[src/rtl/nrf_pkg.sv]
package nrf_pkg;

   typedef enum logic [1:0] {
      NRF_OFF   = 2'b00,
      NRF_READ  = 2'b01,
      NRF_WRITE = 2'b10
   } nrf_mode_e;

   function automatic nrf_mode_e nrf_mode_of(input logic rst_n,
                                             input logic cs_n,
                                             input logic we_n);
      if (!rst_n || cs_n) return NRF_OFF;
      if (we_n)           return NRF_READ;
      return NRF_WRITE;
   endfunction

endpackage

[src/rtl/nrf_ctrl.sv]
module nrf_ctrl
   import nrf_pkg::*;
(
   input  logic rst_n,
   input  logic cs_n,
   input  logic we_n,
   output logic wr_en,
   output logic rd_en
);
   nrf_mode_e mode;

   always_comb begin
      mode  = nrf_mode_of(rst_n, cs_n, we_n);
      wr_en = (mode == NRF_WRITE);
      rd_en = (mode == NRF_READ);
   end
endmodule

[src/rtl/nrf_decode.sv]
module nrf_decode #(
   parameter int ADDR_W = 4,
   localparam int WORDS = 1 << ADDR_W
) (
   input  logic [ADDR_W-1:0] addr,
   output logic [WORDS-1:0]  sel
);
   for (genvar i = 0; i < WORDS; i++) begin : g_sel
      assign sel[i] = (addr == ADDR_W'(i));
   end
endmodule

[src/rtl/nrf_store.sv]
module nrf_store #(
   parameter int ADDR_W = 4,
   parameter int DATA_W = 4,
   localparam int WORDS = 1 << ADDR_W
) (
   input  logic                         clk,
   input  logic                         wr_en,
   input  logic [WORDS-1:0]             sel,
   input  logic [DATA_W-1:0]            din,
   output logic [WORDS-1:0][DATA_W-1:0] words
);
   for (genvar i = 0; i < WORDS; i++) begin : g_word
      always_ff @(posedge clk) begin
         if (wr_en && sel[i]) words[i] <= din;
      end
   end
endmodule

[src/rtl/nrf_rdpath.sv]
module nrf_rdpath #(
   parameter int ADDR_W     = 4,
   parameter int DATA_W     = 4,
   parameter bit ONEHOT_MUX = 1'b1,
   localparam int WORDS = 1 << ADDR_W
) (
   input  logic                         rd_en,
   input  logic [ADDR_W-1:0]            addr,
   input  logic [WORDS-1:0][DATA_W-1:0] words,
   output logic [DATA_W-1:0]            dout
);
   logic [DATA_W-1:0] picked;

   if (ONEHOT_MUX) begin : g_andor
      logic [WORDS-1:0] rsel;
      nrf_decode #(.ADDR_W(ADDR_W)) u_rdec (.addr(addr), .sel(rsel));
      always_comb begin
         picked = '0;
         for (int i = 0; i < WORDS; i++) begin
            picked = picked | ({DATA_W{rsel[i]}} & words[i]);
         end
      end
   end else begin : g_index
      assign picked = words[addr];
   end

   assign dout = rd_en ? picked : '0;
endmodule

[src/rtl/nib_regfile.sv]
module nib_regfile #(
   parameter int ADDR_W     = 4,
   parameter int DATA_W     = 4,
   parameter bit ONEHOT_MUX = 1'b1
) (
   input  logic              clk,
   input  logic              rst_n,
   input  logic              cs_n,
   input  logic              we_n,
   input  logic [ADDR_W-1:0] addr,
   input  logic [DATA_W-1:0] din,
   output logic [DATA_W-1:0] dout
);
   localparam int WORDS = 1 << ADDR_W;

   if (ADDR_W < 1 || ADDR_W > 10) begin : g_bad_addr
      $error("nib_regfile: ADDR_W must lie in 1..10");
   end
   if (DATA_W < 1) begin : g_bad_data
      $error("nib_regfile: DATA_W must be at least 1");
   end

   logic                         wr_en;
   logic                         rd_en;
   logic [WORDS-1:0]             wsel;
   logic [WORDS-1:0][DATA_W-1:0] words;

   nrf_ctrl u_ctrl (
      .rst_n (rst_n),
      .cs_n  (cs_n),
      .we_n  (we_n),
      .wr_en (wr_en),
      .rd_en (rd_en)
   );

   nrf_decode #(.ADDR_W(ADDR_W)) u_wdec (
      .addr (addr),
      .sel  (wsel)
   );

   nrf_store #(.ADDR_W(ADDR_W), .DATA_W(DATA_W)) u_store (
      .clk   (clk),
      .wr_en (wr_en),
      .sel   (wsel),
      .din   (din),
      .words (words)
   );

   nrf_rdpath #(.ADDR_W(ADDR_W), .DATA_W(DATA_W), .ONEHOT_MUX(ONEHOT_MUX)) u_rd (
      .rd_en (rd_en),
      .addr  (addr),
      .words (words),
      .dout  (dout)
   );
endmodule

[config.mk]
export PLATFORM = sky130hd
export DESIGN_NAME = nib_regfile
export DESIGN_NICKNAME = d
export VERILOG_FILES = /design/src/rtl/nrf_pkg.sv /design/src/rtl/nrf_ctrl.sv /design/src/rtl/nrf_decode.sv /design/src/rtl/nrf_store.sv /design/src/rtl/nrf_rdpath.sv /design/src/rtl/nib_regfile.sv
export SDC_FILE = /design/constraint.sdc
export NUM_CORES = 1
export LEC_CHECK = 0
export ABC_AREA = 1
export BUFFER_PORTS_ARGS = -buffer_cell sky130_fd_sc_hd__buf_2
export CORE_UTILIZATION = 50
export DETAILED_ROUTE_END_ITERATION = 12
export PLACE_DENSITY = 0.68
export RECOVER_POWER = 100
export SYNTH_ARGS = -nofsm -noshare
export SYNTH_HDL_FRONTEND = slang
export SYNTH_SLANG_ARGS = --single-unit
[constraint.sdc]
create_clock -name clk -period 2.1 [get_ports clk]
set_clock_uncertainty 0.2 [all_clocks]
set_input_delay 0.21 -clock clk [delete_from_list [all_inputs] [get_ports clk]]
set_output_delay 0.21 -clock clk [all_outputs]
set_load 0.02 [all_outputs]
==> metrics, run 1 <==
status=finished clean; start point of the critical path=addr[0]; residual overflow from global routing=0; post-synth top area share=70.3%; placer congestion estimate=0.846; Clock Tree Buf Depth=2; part of the Yosys area used for sequential elements=70.3%; sink count of the clock tree=64; number of antenna cells inserted=0; IO Count=16; H-tree levels=3; cell area reported after detailed placement=just under 3000 um2; number of nets produced by synthesis=254; total die area=5770 um2; number of global-route vias before repair=between 1,500 and 2,000; CP Buf/Inv Count=5; final standard cell utilization of the core=60.3%; Hold Buf Count CTS=0; biggest registers after layout=u_store.words x64; synth warn=0; RSZ-0062 raised after global routing=no; critical path's slowest cell=nor2_1; final critical-path required period=a little under 2 ns; number of search-and-repair iterations in the first detailed-routing pass=4; worst hold-check path type=in2reg; number of buffers inserted during clock tree synthesis=9; clock edge transition at the registers on the reported setup and hold paths=0.06 ns; Post-Syn Instances=~240; global-route wire length before repair=8.65 mm; average routed wire per standard cell=15.5 um; startpoint of the lowest-slack hold path=addr[3]; Total Wirelength=approximately 5.4 mm; CP peak stage delay=roughly 0.19 ns; largest delay contributor family on the critical path=buffers and inverters; library cell used as clock root buffer=clkbuf_8; Pwr Total=2.66 mW; Syn-to-layout area delta=14.1%; via count normalized by instance count=5.22; Slew Limit Headroom=46.7%; Net count, final=288; Least-Margin Pin Slew=0.800 ns; post-layout instance count excluding filler cells=351; global router's overall resource usage=around a fifth; Req. time, crit path=about 1.7 ns; DIE HEIGHT=75.9 um; number of nets with antenna violations after detailed routing=0; most repeated library cell on the critical path=nor2_1; sum of negative setup slack=0 ns; number of rows created at floorplan=26; number of DRC markers in iteration 0=153; kind of start point of the critical path=input port; count of final max-slew check failures=0; number of placed instances, taps included=~330; Crit Path Max Fanout=16; endpoints failing setup=0; DRC violations left=0; Final HPWL DP=approximately 3.6 mm; initial cell density of the core=52.9%; Max Clock Freq=0.516 GHz; average size of a mapped cell=11.3 um2; IO buf count=15; number of synthesized register bits=between 60 and 70; TritonCTS clock tree=built; count of vias placed by the detailed router=1,832; Final Cycle Share=92.4%; die span in x=around 76 um; kind of end point of the critical path=output pin; final hold viol count=0; type of the worst setup path=in2out; flip-flop count of the largest register after layout=64; floorplan core area=5170 um2; cell area after layout=3120 um2; initial antenna violation count=0; Max rail drop VDD=0.618 mV; distinct cell type count after synthesis=14; register with the most flip-flops=u_store.words; largest cells by area after synthesis=edfxtp_1, nand3_1, nand2_1; cell leakage power=roughly 1.2 nW; netlist area before placement=2730 um2; pin count of the biggest net entering global routing=19; signal arrival time at the worst endpoint=1.53 ns; cell-by-cell trace of the critical path=buf_2 -> inv_2 -> nor2_1 -> buf_12 -> clkbuf_1 -> nand3_1 -> nand2_1 -> nor2_1 -> nand2_1 -> nor2_1 -> nor2_1 -> clkbuf_2; power density normalized to cell area=854 nW/um2; max-capacitance violation count=0; most area-hungry cell type in the Yosys netlist=edfxtp_1; layout cell share with drive strength beyond 1=a little under an eighth
-- final cells by class --
| class | instances | area [um2] |
|---|---|---|
| multi-input cells | 164 | 718 |
| well taps | 70 | 87.6 |
| clock buffers | 11 | 131 |
| clock inverters | 5 | 71.3 |
| inverters | 7 | 26.3 |
| fillers | 420 | 2050 |
| flip-flops and latches | 64 | 1920 |
| repair buffers | 30 | 161 |
-- cells in the mapped netlist --
cell      number
nor2_1        34
inv_1          6
nand3_1       49
nor2_2         2
nor3_1         4
edfxtp_1      64
buf_4          3
nor4_1         8
nand3b_1       1
buf_6          3
inv_2          1
nand2_1       64
nor2_4         2
clkbuf_1       1
-- layer usage --
metal	vias to the layer above	track usage, %	share of wire (%)
met1	857	25.5	45
met2	42	33.2	49
met5	-	0	0
met3	10	6.99	4.9
met4	0	9.81	1.6
li1	923	-	-
-- metrics by stage --
step / setup WS [ns] / hold slack (ns)
2_1_floorplan: 0.374 / 0.109
3_3_place_gp: 0.168 / 0.437
3_5_place_dp: 0.135 / 0.442
4_1_cts: 0.135 / 0.0782
5_1_grt: 0.0176 / 0.237
6_report: 0.160 / 0.223
-- path summary, 6_finish.rpt --
path	slack [ns]	cells past startpoint	endpoint
max	0.16	12	dout[1]
min	0.22	3	u_store.words[14]
-- cell families after synthesis --
kind of cell | Yosys count | synth area share, %
buffers and inverters | 14 | 3.16
flip-flops | 64 | 70.3
AND/OR/NAND/NOR | 164 | 26.5
-- power by group --
group / leakage [nW] / internal, mW / switching, mW / total, mW
sequential: 0.576 / 1.41 / 0.00220 / 1.42
clock: 0.100 / 0.657 / 0.437 / 1.09
combinational: 0.510 / 0.0414 / 0.109 / 0.151
total: 1.19 / 2.11 / 0.549 / 2.66
-- layout by cell type (no fill, tap or decap), types with 2 or more instances in the layout --
cell       count
edfxtp_1      64
clkbuf_2       4
inv_2          2
nor2_2         2
buf_4          5
bufinv_16      2
nor2_1        35
clkbuf_8       9
clkinv_1       3
nand3_1       49
buf_2          7
clkbuf_1      15
nor3_1         4
nand2_1       64
nor4_1         8
inv_1          5
-- timing repair --
item / CTS / global route
resized for setup: 0 / 2
setup buffers: 0 / 2
setup endpoints to repair: 0 / 3
Power figures use the tool's default switching activity.
==> run 2: changes to the inputs <==
--- a/config.mk
+++ b/config.mk
@@ -9,7 +9,7 @@
 export BUFFER_PORTS_ARGS = -buffer_cell sky130_fd_sc_hd__buf_2
 export CORE_UTILIZATION = 50
 export DETAILED_ROUTE_END_ITERATION = 12
-export PLACE_DENSITY = 0.68
+export PLACE_DENSITY = 0.7
 export RECOVER_POWER = 100
 export SYNTH_ARGS = -nofsm -noshare
 export SYNTH_HDL_FRONTEND = slang
==> constraint.sdc (replaced) <==
create_clock -name clk -period 1.64 [get_ports clk]
set_clock_uncertainty 0.2 [all_clocks]
set_input_delay 0.164 -clock clk [delete_from_list [all_inputs] [get_ports clk]]
set_output_delay 0.164 -clock clk [all_outputs]
set_load 0.02 [all_outputs]
==> run 2 against run 1 <==
  * The flow now finishes with violations (negative setup slack)
  * Sequential cell count unchanged
  * Non-clock buffer count up 17
  * Hold slack gained 0.0043 ns
  * Die area is the same
  * Critical path depth down 1
  * Sequential share of layout area fell by 2.7 points
  * Count of clock-buffer cells in the layout fell by 1
  * Sequential power up 27%
  * First-iteration DRC count rose by 15%
  * Critical endpoint is now dout[3]
==> metrics, run 2 (synthesis gave the netlist of run 1 again) <==
worst hold-check path type=in2reg; Max Clock Freq=0.570 GHz; kind of start point of the critical path=input port; Net count, final=305 (+5.9%); library cell used as clock root buffer=clkbuf_8; number of placed instances, taps included=352 (+5.7%); global-route wire length before repair=8.67 mm (+0.24%); type of the worst setup path=in2out; global router's overall resource usage=20.7% (-0.048 points); Hold Buf Count CTS=0 (unchanged); residual overflow from global routing=0 (unchanged); count of final max-slew check failures=0 (unchanged); number of search-and-repair iterations in the first detailed-routing pass=6 (+2); placer congestion estimate=0.877 (+3.6%); IO buf count=15 (unchanged); Max rail drop VDD=0.785 mV (+27%); average routed wire per standard cell=15.0 um (-3.4%); multi-input logic area=766 um2 (+6.6%); number of rows created at floorplan=26 (unchanged); max-capacitance violation count=0 (unchanged); Final Cycle Share=107%; kind of end point of the critical path=output pin; layout cell share with drive strength beyond 1=20.2% (+8.5 points); number of DRC markers in iteration 0=176 (+15%); most frequent standard cell in the layout excluding fill and tap cells=edfxtp_1; pin count of the biggest net entering global routing=19 (unchanged); failing checks=negative setup slack; biggest registers after layout=u_store.words x64; Slew Limit Headroom=45.6% (-1.0 points); floorplan core area=5170 um2 (unchanged); IO Count=16 (unchanged); commonest non-fill, non-tap cells in the layout=edfxtp_1, nand2_1, nand3_1; post-layout instance count excluding filler cells=367 (+4.6%); post-CTS setup buffers=0 (unchanged); cell-by-cell trace of the critical path=buf_2 -> clkbuf_1 -> nor2_4 -> buf_12 -> nand3_1 -> nand2_1 -> nor2_2 -> nand2_1 -> nor2_1 -> nor2_1 -> buf_4; Crit Path Max Fanout=18 (+2); largest delay contributor family on the critical path=buffers and inverters; TritonCTS clock tree=built; Least-Margin Pin Slew=0.815 ns (+0.0156 ns); number of antenna cells inserted=0 (unchanged); flip-flop count of the largest register after layout=64 (unchanged); DRC violations left=0 (unchanged); number of buffers inserted during clock tree synthesis=9 (unchanged); power density normalized to cell area=962 nW/um2 (+13%); sink count of the clock tree=64 (unchanged); CP Buf/Inv Count=4 (-1); status=complete, but fails checks; register with the most flip-flops=u_store.words; Clock Tree Buf Depth=2 (unchanged); cell area after layout=3260 um2 (+4.6%); final setup slack of the worst path=-0.113 ns (-0.273 ns); final critical-path required period=1.75 ns; DIE HEIGHT=75.9 um (unchanged); start point of the critical path=addr[1]; clock edge transition at the registers on the reported setup and hold paths=0.07 ns (about the same); Storage cell area=1920 um2 (unchanged); Req. time, crit path=1.28 ns (-0.41 ns); final hold viol count=0 (unchanged); via count normalized by instance count=5.14 (-1.6%); total die area=5770 um2 (unchanged); number of fill cells in the layout=436 (+3.8%); sum of negative setup slack=-0.392 ns (-0.392 ns); number of nets with antenna violations after detailed routing=0 (unchanged); cell leakage power=1.25 nW (+5.3%); startpoint of the lowest-slack hold path=din[1]; initial antenna violation count=0 (unchanged); Final HPWL DP=3.67 mm (+0.69%); cell area reported after detailed placement=3130 um2 (+6.6%); RSZ-0062 raised after global routing=yes; H-tree levels=3 (unchanged); number of global-route vias before repair=1,821 (+2.6%); pre-CTS setup slack=-0.122 ns (-0.257 ns); Total Wirelength=5.49 mm (+0.98%); signal arrival time at the worst endpoint=1.39 ns (-0.14 ns); Pwr Total=3.14 mW (+18%); critical path's slowest cell=buf_2; Syn-to-layout area delta=19.3%; CP peak stage delay=0.18 ns (about the same); die span in x=75.9 um (unchanged); count of vias placed by the detailed router=1,885 (+2.9%); initial cell density of the core=52.9% (unchanged); endpoints failing setup=4 (+4)
[run 2: repair_timing]
| item | CTS | global route |
|---|---|---|
| pin swaps | 10 | 8 |
| endpoints found under the setup margin | 4 | 4 |
| gates resized for setup | 6 | 11 |
[run 2: power by group]
part	internal (mW)	switching (mW)
Clock	0.526	0.561
Combinational	0.0834	0.154
Sequential	1.81	0.00284
Total	2.42	0.718
[run 2: path summary, 6_finish.rpt]
| kind | slack (ns) | to | cells after the start |
|---|---|---|---|
| max | -0.11 | dout[3] | 11 |
| min | 0.23 | u_store.words[29] | 1 |
[run 2: stage by stage]
step                hold slack, ns  utilization, %
floorplan                   0.0629               -
global placement             0.394            60.4
detailed placement           0.396            60.4
CTS                         0.0345            63.7
global route                 0.254            63.1
finish                       0.227            63.1
[run 2: cell type report]
cell class / instances / share of cell area [%]
flip-flops and latches: 64 / 58.9
multi-input cells: 164 / 23.5
repair buffers: 47 / 9.44
clock buffers: 10 / 3.91
well taps: 70 / 2.69
inverters: 7 / 0.806
clock inverters: 5 / 0.767
[run 2: layer usage]
layer	track usage (%)	share of wire, %	vias up	routed length, um
li1	-	-	955	-
met1	26.3	45	865	2450
met2	32.9	49	54	2660
met3	3.61	4.5	11	249
met4	13.5	2.2	0	123
met5	0	0	-	0
